`src/rtl/pllreg_pkg.sv`:
```
package pllreg_pkg;

   localparam int CB_LOCK_IE = 7;
   localparam int CB_PLL_ON  = 6;
   localparam int CB_AUTO_BW = 5;
   localparam int CB_ACQ     = 4;
   localparam int CB_PSTP    = 2;
   localparam int CB_LH_IE   = 1;
   localparam int CB_NO_LH   = 0;

   localparam int SB_LH       = 0;
   localparam int SB_LH_FLAG  = 1;
   localparam int SB_LOCK     = 2;
   localparam int SB_LK_FLAG  = 3;

   typedef struct packed {
      logic lock_ie;
      logic pll_on;
      logic auto_bw;
      logic acq;
      logic pstp;
      logic lh_ie;
      logic no_lh;
   } pll_ctrl_t;

   typedef struct packed {
      logic lock_flag;
      logic lock;
      logic lh_flag;
      logic lh;
   } pll_stat_t;

   function automatic pll_ctrl_t ctrl_reset(input logic sup);
      pll_ctrl_t c;
      c.lock_ie = 1'b0;
      c.pll_on  = sup;
      c.auto_bw = 1'b1;
      c.acq     = 1'b0;
      c.pstp    = 1'b0;
      c.lh_ie   = 1'b0;
      c.no_lh   = ~sup;
      return c;
   endfunction

   function automatic logic [7:0] ctrl_to_byte(input pll_ctrl_t c);
      logic [7:0] b;
      b = 8'h00;
      b[CB_LOCK_IE] = c.lock_ie;
      b[CB_PLL_ON]  = c.pll_on;
      b[CB_AUTO_BW] = c.auto_bw;
      b[CB_ACQ]     = c.acq;
      b[CB_PSTP]    = c.pstp;
      b[CB_LH_IE]   = c.lh_ie;
      b[CB_NO_LH]   = c.no_lh;
      return b;
   endfunction

   function automatic logic [7:0] stat_to_byte(input pll_stat_t s);
      logic [7:0] b;
      b = 8'h00;
      b[SB_LH]      = s.lh;
      b[SB_LH_FLAG] = s.lh_flag;
      b[SB_LOCK]    = s.lock;
      b[SB_LK_FLAG] = s.lock_flag;
      return b;
   endfunction

endpackage

```
`src/rtl/pllreg_sync.sv`:
```
module pllreg_sync #(
   parameter int STAGES = 2
) (
   input  logic clk,
   input  logic rst_n,
   input  logic d_async,
   output logic q_sync
);

   if (STAGES < 2) begin : g_bad_stages
      $error("pllreg_sync: STAGES must be at least 2");
   end

   logic [STAGES-1:0] chain;

   for (genvar i = 0; i < STAGES; i++) begin : g_stage
      if (i == 0) begin : g_first
         always_ff @(posedge clk) begin
            if (!rst_n) chain[i] <= 1'b0;
            else        chain[i] <= d_async;
         end
      end else begin : g_next
         always_ff @(posedge clk) begin
            if (!rst_n) chain[i] <= 1'b0;
            else        chain[i] <= chain[i-1];
         end
      end
   end

   assign q_sync = chain[STAGES-1];

endmodule

```
`src/rtl/pllreg_ctrl.sv`:
```
module pllreg_ctrl
   import pllreg_pkg::*;
(
   input  logic       clk,
   input  logic       rst_n,
   input  logic       supply_ok,
   input  logic       wr_en,
   input  logic [7:0] wdata,
   output pll_ctrl_t  ctrl
);

   pll_ctrl_t ctrl_d;

   always_comb begin
      ctrl_d = ctrl;
      if (wr_en) begin
         ctrl_d.lock_ie = wdata[CB_LOCK_IE];
         ctrl_d.pll_on  = wdata[CB_PLL_ON];
         ctrl_d.auto_bw = wdata[CB_AUTO_BW];
         ctrl_d.acq     = wdata[CB_ACQ];
         ctrl_d.pstp    = wdata[CB_PSTP];
         ctrl_d.lh_ie   = wdata[CB_LH_IE];
         ctrl_d.no_lh   = wdata[CB_NO_LH];
      end
      if (!supply_ok) begin
         ctrl_d.lock_ie = 1'b0;
         ctrl_d.pll_on  = 1'b0;
         ctrl_d.no_lh   = 1'b1;
      end
   end

   always_ff @(posedge clk) begin
      if (!rst_n) ctrl <= ctrl_reset(supply_ok);
      else        ctrl <= ctrl_d;
   end

   // a low supply pins the three guarded bits on the next edge
   a_r8_supply_forced: assert property (@(posedge clk) disable iff (!rst_n)
      !supply_ok |=> (!ctrl.pll_on && !ctrl.lock_ie && ctrl.no_lh));

endmodule

```
`src/rtl/pllreg_status.sv`:
```
module pllreg_status
   import pllreg_pkg::*;
(
   input  logic      clk,
   input  logic      rst_n,
   input  logic      ref_lost_s,
   input  logic      lock_s,
   input  logic      pll_on,
   input  logic      no_lh,
   input  logic      clr_lh,
   input  logic      clr_lock,
   output pll_stat_t stat
);

   logic lh_d, lock_d, lh_evt, lock_evt;
   pll_stat_t stat_d;

   always_comb begin
      lh_d     = ref_lost_s & ~no_lh;
      lock_d   = pll_on & lock_s & ~lh_d;
      lh_evt   = lh_d ^ stat.lh;
      lock_evt = lock_d ^ stat.lock;
      stat_d.lh        = lh_d;
      stat_d.lock      = lock_d;
      stat_d.lh_flag   = lh_evt   | (stat.lh_flag   & ~clr_lh);
      stat_d.lock_flag = lock_evt | (stat.lock_flag & ~clr_lock);
   end

   always_ff @(posedge clk) begin
      if (!rst_n) stat <= '0;
      else        stat <= stat_d;
   end

   // lock never reads 1 while limp-home is active
   a_r3_lock_clear_in_lh: assert property (@(posedge clk) disable iff (!rst_n)
      stat.lh |-> !stat.lock);

   // any change of the limp-home bit leaves its flag set
   a_r5_lh_flag_on_change: assert property (@(posedge clk) disable iff (!rst_n)
      (stat.lh != $past(stat.lh)) |-> stat.lh_flag);

   // the limp-home flag only falls through a clear write
   a_r5_lh_flag_fall: assert property (@(posedge clk) disable iff (!rst_n)
      ($past(stat.lh_flag) && !stat.lh_flag) |-> $past(clr_lh));

   // any change of the lock bit leaves its flag set
   a_r6_lock_flag_on_change: assert property (@(posedge clk) disable iff (!rst_n)
      (stat.lock != $past(stat.lock)) |-> stat.lock_flag);

   // with limp-home disabled the status bit stays low
   a_r9_nolh_blocks: assert property (@(posedge clk) disable iff (!rst_n)
      $past(no_lh) |-> !stat.lh);

endmodule

```
`src/rtl/pll_regblock.sv`:
```
module pll_regblock
   import pllreg_pkg::*;
#(
   parameter int DATA_W      = 8,
   parameter int ADDR_W      = 1,
   parameter int CTRL_ADDR   = 0,
   parameter int STAT_ADDR   = 1,
   parameter int SYNC_STAGES = 2,
   parameter bit IRQ_REG     = 1'b0
) (
   input  logic              clk,
   input  logic              rst_n,
   input  logic [ADDR_W-1:0] bus_addr,
   input  logic              bus_wr,
   input  logic [DATA_W-1:0] bus_wdata,
   output logic [DATA_W-1:0] bus_rdata,
   input  logic              lock_raw,
   input  logic              ref_lost,
   input  logic              supply_ok,
   output logic              pll_en,
   output logic              bw_auto,
   output logic              acq_sel,
   output logic              pseudo_stop,
   output logic              lh_active,
   output logic              irq
);

   localparam logic [ADDR_W-1:0] CTRL_SEL = ADDR_W'(CTRL_ADDR);
   localparam logic [ADDR_W-1:0] STAT_SEL = ADDR_W'(STAT_ADDR);

   if (DATA_W != 8) begin : g_bad_width
      $error("pll_regblock: DATA_W must be 8");
   end
   if (CTRL_ADDR == STAT_ADDR) begin : g_bad_map
      $error("pll_regblock: register addresses must differ");
   end
   if (CTRL_ADDR >= (1 << ADDR_W) || STAT_ADDR >= (1 << ADDR_W)) begin : g_bad_addr
      $error("pll_regblock: address does not fit ADDR_W");
   end

   pll_ctrl_t ctrl;
   pll_stat_t stat;
   logic      lock_s, ref_lost_s;
   logic      ctrl_we, stat_we, irq_c;
   logic [7:0] wbyte, rbyte;

   assign wbyte   = bus_wdata[7:0];
   assign ctrl_we = bus_wr && (bus_addr == CTRL_SEL);
   assign stat_we = bus_wr && (bus_addr == STAT_SEL);

   pllreg_sync #(.STAGES(SYNC_STAGES)) i_sync_lock (
      .clk(clk), .rst_n(rst_n), .d_async(lock_raw), .q_sync(lock_s));

   pllreg_sync #(.STAGES(SYNC_STAGES)) i_sync_ref (
      .clk(clk), .rst_n(rst_n), .d_async(ref_lost), .q_sync(ref_lost_s));

   pllreg_ctrl i_ctrl (
      .clk(clk), .rst_n(rst_n), .supply_ok(supply_ok),
      .wr_en(ctrl_we), .wdata(wbyte), .ctrl(ctrl));

   pllreg_status i_status (
      .clk(clk), .rst_n(rst_n),
      .ref_lost_s(ref_lost_s), .lock_s(lock_s),
      .pll_on(ctrl.pll_on), .no_lh(ctrl.no_lh),
      .clr_lh(stat_we && wbyte[SB_LH_FLAG]),
      .clr_lock(stat_we && wbyte[SB_LK_FLAG]),
      .stat(stat));

   always_comb begin
      rbyte = 8'h00;
      if (bus_addr == CTRL_SEL)      rbyte = ctrl_to_byte(ctrl);
      else if (bus_addr == STAT_SEL) rbyte = stat_to_byte(stat);
   end
   assign bus_rdata = DATA_W'(rbyte);

   assign pll_en      = ctrl.pll_on;
   assign bw_auto     = ctrl.auto_bw;
   assign acq_sel     = ctrl.acq;
   assign pseudo_stop = ctrl.pstp;
   assign lh_active   = stat.lh;

   assign irq_c = (ctrl.lock_ie & stat.lock_flag) | (ctrl.lh_ie & stat.lh_flag);

   if (IRQ_REG) begin : g_irq_reg
      logic irq_q;
      always_ff @(posedge clk) begin
         if (!rst_n) irq_q <= 1'b0;
         else        irq_q <= irq_c;
      end
      assign irq = irq_q;
   end else begin : g_irq_comb
      assign irq = irq_c;
   end

   // no request without a pending, enabled flag (one cycle of slack for the registered variant)
   a_r10_irq_source: assert property (@(posedge clk) disable iff (!rst_n)
      irq |-> ((stat.lock_flag || $past(stat.lock_flag)) ||
               (stat.lh_flag   || $past(stat.lh_flag))));

endmodule

```
`config.mk`:
```
export PLATFORM = sky130hd
export DESIGN_NAME = pll_regblock
export DESIGN_NICKNAME = d
export VERILOG_FILES = /design/src/rtl/pllreg_pkg.sv /design/src/rtl/pllreg_sync.sv /design/src/rtl/pllreg_ctrl.sv /design/src/rtl/pllreg_status.sv /design/src/rtl/pll_regblock.sv
export SDC_FILE = /design/constraint.sdc
export NUM_CORES = 1
export LEC_CHECK = 0
export BUFFER_PORTS_ARGS = -buffer_cell sky130_fd_sc_hd__buf_4
export CAP_MARGIN = 20
export CORE_UTILIZATION = 39
export DETAILED_ROUTE_END_ITERATION = 6
export PLACE_DENSITY = 0.71
export SLEW_MARGIN = 0
export SYNTH_ARGS = -nofsm -noshare
export SYNTH_HDL_FRONTEND = slang
export SYNTH_SLANG_ARGS = --single-unit
export TNS_END_PERCENT = 30
```
`constraint.sdc`:
```
create_clock -name clk -period 0.95 [get_ports clk]
set_input_delay 0.1425 -clock clk [delete_from_list [all_inputs] [get_ports clk]]
set_output_delay 0.1425 -clock clk [all_outputs]
set_load 0.05 [all_outputs]
```
==> run metrics, run 1 <==
total global routing track utilization 17.3%; number of synthesized flops with an enable pin 2; max_slew headroom 90.2%; Vias per Instance 4.73; startpoint types flop; Worst EP arrival 1.13 ns; area of the mapped netlist 622 um^2; htree depth 1; net count after synthesis 82; final wirelength 1.38 mm; Syn Inst Count 67; Final Wtd Congestion 0.751; worst path buffer plus inverter count 1; Worst-Skew Late Latency 0.28 ns; syn_area_per_cell 9.28 um^2; deepest clock path buffer count 2; Hold Buf Count CTS 0; top cells by count, synth 15 x nand2_1, 13 x dfxtp_1, 6 x a21oi_1, 6 x nor2b_1, 5 x and2_1; Die Wd 41.9 um; CTS root buffer clkbuf_4; Clock Skews 0.00111 ns; layout cell share with drive strength beyond 1 57.9%; CP Max Fanout 2; fill cell count 116; die height 41.9 um; Antenna Cells 0; routed vias 582; vias in the first global route 570; Post-Layout Cell Count 123; Crit. End Element primary output; core area 1490 um^2; TritonCTS clock tree yes; ANT nets after route 0; Power Total 1.45 mW; max-slew violation count 0; CTS Buf Count 3; final worst path period share 134%; Cell Chain, Critical Path mux2_4 > buf_8; FP Rows 14; final net count 123; I/O Pins 29; design area 1080 um^2; Post-DP HPWL 1.02 mm; initial core utilization 41.8%; Pleak 0.484 nW; Max rail drop VDD 1.03 mV; Largest stage delay, worst path 0.40 ns; initial antenna violation count 0; outcome finished, violations left; Async SR Flop Fraction 0%; Distinct cells, synth 19; DP Area 921 um^2; final setup vio count 14; first-pass GRT wire length 2.28 mm; Num Clock Sinks 15; largest area contributor in the netlist dfxtp_1; WL/cell 11.2 um; Area Overhead vs Synth 74.0%; Tmin final 1.27 ns; power per cell area 1340 nW/um^2; placed insts 116; RSZ-0062 raised after global routing yes; fmax 787 MHz; grt ovf 0; die area 1760 um^2; Tightest Pin Transition 0.147 ns; sequential-to-total area share from yosys stat 51.5%; DRT iter0 DRCs 10; most common cell in the netlist nand2_1; quantity of I/O buffers inserted on ports 28; Setup CP Type reg2out; yosys synthesis warning count 0; share of the synthesized area in the top cell type 41.9%; largest net degree at the start of global routing 11; failing checks setup timing; worst slack at placement -0.0756 ns; top cells by area, synth dfxtp_1 42%, edfxtp_1 9.7%, nand2_1 9.1%; Worst-path clk slew 0.10 ns; Final Hold Vio Count 0; Crit-path slowest cell edfxtp_1; worst setup margin -0.320 ns; DRC 0; worst hold path type in2reg; Top FF cell, synth dfxtp_1; Yosys reg bits 15; max-cap viol count 0; Pre-antenna DRT Iters 4; WP data required 0.81 ns; top cell family by delay on the critical path flip-flops
## layout by cell type (no fill, tap or decap), types with 2 or more instances in the layout
master,n
a21oi_1,6
and2_1,4
buf_4,22
buf_6,11
buf_8,5
clkbuf_4,3
dfxtp_1,4
dfxtp_2,8
edfxtp_1,2
mux2_4,3
nand2_1,15
nand3_1,4
nor2b_1,2
nor2b_4,5
## worst register-to-register path: stages (launching register included)
cell and delay (ns):
edfxtp_1 0.36, buf_4 0.12, nor2b_4 0.04, or3_1 0.35
a31oi_2 0.12
## timing repair
action	in CTS	in global routing
setup buffers	3	0
pin swaps	3	1
hold endpoints to repair	0	0
gates resized for setup	30	6
setup endpoints to repair	15	16
## path summary, 6_finish.rpt
path                                                       from                        endpoint  slack (ns)  cells after the start
worst max register to register         i_ctrl.ctrl[0]$_DFFE_PP_     i_status.stat[3]$_SDFF_PN0_       -0.12                      4
worst min-delay path                                   ref_lost  i_sync_ref.chain[0]$_SDFF_PN0_        0.06                      2
worst min register to register  i_sync_lock.chain[0]$_SDFF_PN0_   i_sync_lock.q_sync$_SDFF_PN0_        0.44                      1
worst max-delay path                   i_ctrl.ctrl[0]$_DFFE_PP_                    bus_rdata[0]       -0.32                      2
## registers in the layout (all words and copies together), names as in the netlist
| name | cells |
|---|---|
| i_sync_lock.q_sync | 1 |
| i_status.stat | 4 |
| i_ctrl.ctrl | 7 |
| i_sync_ref.chain | 1 |
| i_sync_lock.chain | 1 |
| i_sync_ref.q_sync | 1 |
## stage by stage
| step | hold slack, ns | setup TNS [ns] | utilization, % |
|---|---|---|---|
| floorplan | 0.265 | -1.73 | - |
| CTS | 0.0524 | -2.32 | 71.4 |
| global placement | 0.351 | -0.114 | 61.8 |
| detailed placement | 0.357 | -0.136 | 61.8 |
| finish | 0.0589 | -2.20 | 72.7 |
| global route | 0.0523 | -2.70 | 72.7 |
## power breakdown
group	switching (mW)	internal, mW	leakage [nW]
sequential	0.0206	0.677	0.131
clock	0.217	0.162	0.0183
combinational	0.193	0.181	0.334
total	0.431	1.02	0.484
## cell families after synthesis
family | share of synthesized area (%)
and+or+nand+nor | 29.6
DFF | 51.5
AOI/OAI and AO/OA | 9.86
muxes | 5.43
buffers and inverters | 2.21
xor gates and xnor gates | 1.41
## routing by layer
layer	wire length, um	track usage [%]
met4	9	11.0
met1	601	20.9
met5	0	0
met2	691	28.1
met3	79	3.04
## final cells by class
type,count,area (um^2),share of cell area [%]
multi-input cells,49,332,30.6
clock buffers,3,22.5,2.08
inverters,1,3.75,0.347
clock inverters,1,6.26,0.578
well taps,16,20.0,1.85
flip-flops and latches,15,334,30.9
repair buffers,38,364,33.6
No activity file was read; power rests on OpenSTA's default activity.
==> run 2, diff against run 1 <==
==> constraint.sdc (replaced) <==
create_clock -name clk -period 0.95 [get_ports clk]
set_input_delay 0.095 -clock clk [delete_from_list [all_inputs] [get_ports clk]]
set_output_delay 0.095 -clock clk [all_outputs]
set_load 0.05 [all_outputs]
==> run 2 against run 1 <==
The run still ends with setup timing left. Via count grew 5.8%. Critical path depth is the same. Core utilization shrank 2.1 points. Clock power shrank 7.6%. Final cell count grew 0.81%. First-iteration DRC count shrank 20%. Count of clock-buffer cells in the layout grew 1. Power shrank 2.6%. Setup slack gained 0.068 ns. Clock skew is essentially flat. Critical endpoint unchanged. Largest power group unchanged.
==> run metrics, run 2 (synthesis results as in run 1) <==
outcome finished, violations left; failing checks setup timing; quantity of I/O buffers inserted on ports 28; deepest clock path buffer count 2; initial antenna violation count 0; biggest regs i_ctrl.ctrl (7), i_status.stat (4); die area 1760 um^2; Tmin final 1.20 ns; vias in the first global route 645; final net count 124; Post-DP HPWL 1.10 mm; core area 1490 um^2; max-slew violation count 0; Post-Layout Cell Count 124; Num Clock Sinks 15; max_slew headroom 84.4%; max FFs per register 7; hold path cells 2; startpoint types flop; power per cell area 1340 nW/um^2; largest net degree at the start of global routing 12; WP data required 0.85 ns; Sum Neg Setup Slack -1.64 ns; DRT iter0 DRCs 8; final wirelength 1.47 mm; CTS root buffer clkbuf_4; final setup vio count 16; htree depth 1; Top reg by flops i_ctrl.ctrl; Max rail drop VDD 0.986 mV; DRC 0; placed insts 116; I/O Pins 29; worst slack at placement -0.0908 ns; Crit. End Element primary output; CTS Buf Count 3; Antenna Cells 0; Pre-antenna DRT Iters 4; first-pass GRT wire length 2.50 mm; CP Max Fanout 2; Worst EP arrival 1.11 ns; Worst-path clk slew 0.08 ns; Pleak 0.473 nW; Die Wd 41.9 um; Setup CP Type reg2out; WL/cell 11.9 um; Area Overhead vs Synth 69.0%; Worst R2R Path Depth 4; initial core utilization 41.8%; grt ovf 0; max-cap viol count 0; Worst-Skew Late Latency 0.27 ns; fill cell count 124; fmax 832 MHz; DP Area 911 um^2; final worst path period share 127%; Final Wtd Congestion 0.761; design area 1050 um^2; layout cell share with drive strength beyond 1 56.5%; WHS 0.0237 ns; most frequent cells in the layout 27 x buf_4, 14 x nand2_1, 9 x buf_6; worst hold path type in2reg; die height 41.9 um; Power Total 1.41 mW; Vias per Instance 4.97; ANT nets after route 0; total global routing track utilization 18.8%; commonest non-fill, non-tap cell in the layout buf_4; TritonCTS clock tree yes; Final Core Density 70.6%; RSZ-0062 raised after global routing yes; FP Rows 14; Final Hold Vio Count 0; Tightest Pin Transition 0.231 ns; Clock Skews 0.000614 ns; routed vias 616; worst setup margin -0.252 ns
[run 2: changes by cell type in the layout (fill, tap and decap cells not counted), sizes merged]
cell | previous run | this run
buf | 38 | 39
inv | 2 | 1
clkbuf | 3 | 4
[run 2: worst paths after layout]
kind,to,slack [ns],startpoint
max,bus_rdata[0],-0.25,i_ctrl.ctrl[0]$_DFFE_PP_
min,i_sync_lock.chain[0]$_SDFF_PN0_,0.02,lock_raw
max reg2reg,i_status.stat[3]$_SDFF_PN0_,-0.14,i_ctrl.ctrl[0]$_DFFE_PP_
min reg2reg,i_sync_lock.q_sync$_SDFF_PN0_,0.44,i_sync_lock.chain[0]$_SDFF_PN0_
[run 2: cell type report]
type	instances	area [um^2]	share of cell area [%]
inverter	1	3.75	0.357
sequential	15	333	31.7
tap	16	20.0	1.90
clock buffer	4	26.3	2.50
timing repair buffer	39	349	33.2
multi-input combinational	49	319	30.4
[run 2: critical path, stage by stage, from the launching register on]
cell	delay, ns
edfxtp_1	0.40
mux2_2	0.28
buf_6	0.15
[run 2: where the power goes]
group          switching, mW  leakage [nW]  internal (mW)
Sequential            0.0175         0.131          0.676
Clock                  0.188        0.0150          0.163
Combinational          0.196         0.328          0.172
[run 2: routing by layer]
metal	track usage, %	vias up	part of all wire (%)
li1	-	304	-
met5	0	-	0
met1	22.7	286	42
met2	30.3	20	52
met3	3.91	6	3.3
met4	11.6	0	2.9
[run 2: what timing repair did]
action	in CTS	in global routing
pin swaps	2	0
hold buffers	0	0
buffers inserted	4	0
setup endpoints to repair	12	17
resized for setup	24	3
==> run 3, diff against run 2 <==
--- a/config.mk
+++ b/config.mk
@@ -9,7 +9,7 @@
 export CAP_MARGIN = 20
 export CORE_UTILIZATION = 39
 export DETAILED_ROUTE_END_ITERATION = 6
-export PLACE_DENSITY = 0.71
+export PLACE_DENSITY = 0.8
 export SLEW_MARGIN = 0
 export SYNTH_ARGS = -nofsm -noshare
 export SYNTH_HDL_FRONTEND = slang
==> run 3 against run 2 <==
The flow still finishes with violations (setup timing). Highest routed layer unchanged. Sequential share of layout area is 0.59 points lower. Combinational power grew 5%. Sequential cell count stayed put. Via count down 1.8%.
==> run metrics, run 3 (synthesis results as in run 1) <==
worst hold path type in2reg; outcome finished, violations left; failing checks setup timing; Final Hold Vio Count 0; WHS 0.0149 ns; Post-Layout Cell Count 124; startpoint types flop; most frequent cells in the layout 24 x buf_4, 15 x nand2_1, 10 x buf_6; worst path buffer plus inverter count 1; Cell Chain, Critical Path mux2_2 > buf_8; DRT iter0 DRCs 3; placed insts 117; Post-DP HPWL 1.18 mm; I/O Pins 29; Worst EP arrival 1.12 ns; CP Max Fanout 2; first-pass GRT wire length 2.77 mm; Max rail drop VDD 1.00 mV; Clock Skews 0.00217 ns; deepest clock path buffer count 2; max FFs per register 7; quantity of I/O buffers inserted on ports 28; max_slew headroom 86.5%; CTS root buffer clkbuf_4; final worst path period share 128%; Pre-antenna DRT Iters 4; Worst-path clk slew 0.09 ns; Setup CP Type reg2out; commonest non-fill, non-tap cell in the layout buf_4; TritonCTS clock tree yes; final setup vio count 16; top cell family by delay on the critical path flip-flops; Crit-path slowest cell edfxtp_1; initial core utilization 41.8%; FP Rows 14; fmax 820 MHz; grt ovf 0; ANT nets after route 0; htree depth 1; Worst-Skew Late Latency 0.29 ns; initial antenna violation count 0; Crit. End Element primary output; Tightest Pin Transition 0.200 ns; Pleak 0.478 nW; Top reg by flops i_ctrl.ctrl; Die Wd 41.9 um; Final Core Density 71.9%; power per cell area 1360 nW/um^2; die height 41.9 um; total global routing track utilization 20.7%; max-cap viol count 0; max-slew violation count 0; core area 1490 um^2; biggest regs i_ctrl.ctrl (7), i_status.stat (4); largest net degree at the start of global routing 12; Antenna Cells 0; vias in the first global route 607; RSZ-0062 raised after global routing yes; Tmin final 1.22 ns; die area 1760 um^2; CTS Buf Count 3; Num Clock Sinks 15; Hold Buf Count CTS 0; WP data required 0.85 ns; layout cell share with drive strength beyond 1 55.6%; fill cell count 118; DRC 0; Largest stage delay, worst path 0.39 ns; WL/cell 12.8 um; final net count 124; final wirelength 1.58 mm; Final Wtd Congestion 0.745; routed vias 605; worst setup margin -0.269 ns; Vias per Instance 4.88; Area Overhead vs Synth 72.2%
run 3: timing repair:
| action | 4_1_cts | 5_1_grt |
|---|---|---|
| gates resized for setup | 26 | 6 |
| endpoints found under the setup margin | 14 | 16 |
| pin swaps | 1 | 0 |
| buffers inserted | 2 | 1 |
run 3: report_power, final:
part	internal [mW]	switching, mW
Combinational	0.185	0.202
Sequential	0.676	0.0187
Clock	0.164	0.211
run 3: path summary, 6_finish.rpt:
kind	startpoint	end	slack [ns]	depth (start not counted)
max	i_ctrl.ctrl[0]$_DFFE_PP_	bus_rdata[0]	-0.27	2
min	ref_lost	i_sync_ref.chain[0]$_SDFF_PN0_	0.01	2
max reg2reg	i_ctrl.ctrl[0]$_DFFE_PP_	i_status.stat[3]$_SDFF_PN0_	-0.23	5
min reg2reg	i_sync_lock.chain[0]$_SDFF_PN0_	i_sync_lock.q_sync$_SDFF_PN0_	0.45	1
run 3: final cells by class:
type                       count  area [um^2]  share of cell area (%)
multi-input combinational     49          320                    29.9
sequential                    15          333                    31.1
timing repair buffer          39          368                    34.3
clock buffer                   4         26.3                    2.45
inverter                       1         3.75                   0.350
tap                           16         20.0                    1.87
run 3: per-layer routing:
layer | GRT usage [%] | share of wire (%) | vias up
met5 | 0 | 0 | -
met4 | 7.74 | 1.7 | 0
met3 | 3.04 | 4.0 | 3
met2 | 36.3 | 53 | 19
met1 | 25.3 | 41 | 278
li1 | - | - | 305
run 3: metrics by stage:
stage | power, mW | cell area, um^2 | setup TNS [ns] | setup WS, ns
after floorplan | 0.890 | 638 | -1.68 | -0.359
after global placement | 1.02 | 918 | -0.0651 | -0.0546
after detailed placement | 1.03 | 918 | -0.105 | -0.0792
after CTS | 1.44 | 1040 | -1.87 | -0.265
after global routing | 1.51 | 1070 | -2.74 | -0.303
final | 1.46 | 1070 | -2.15 | -0.269
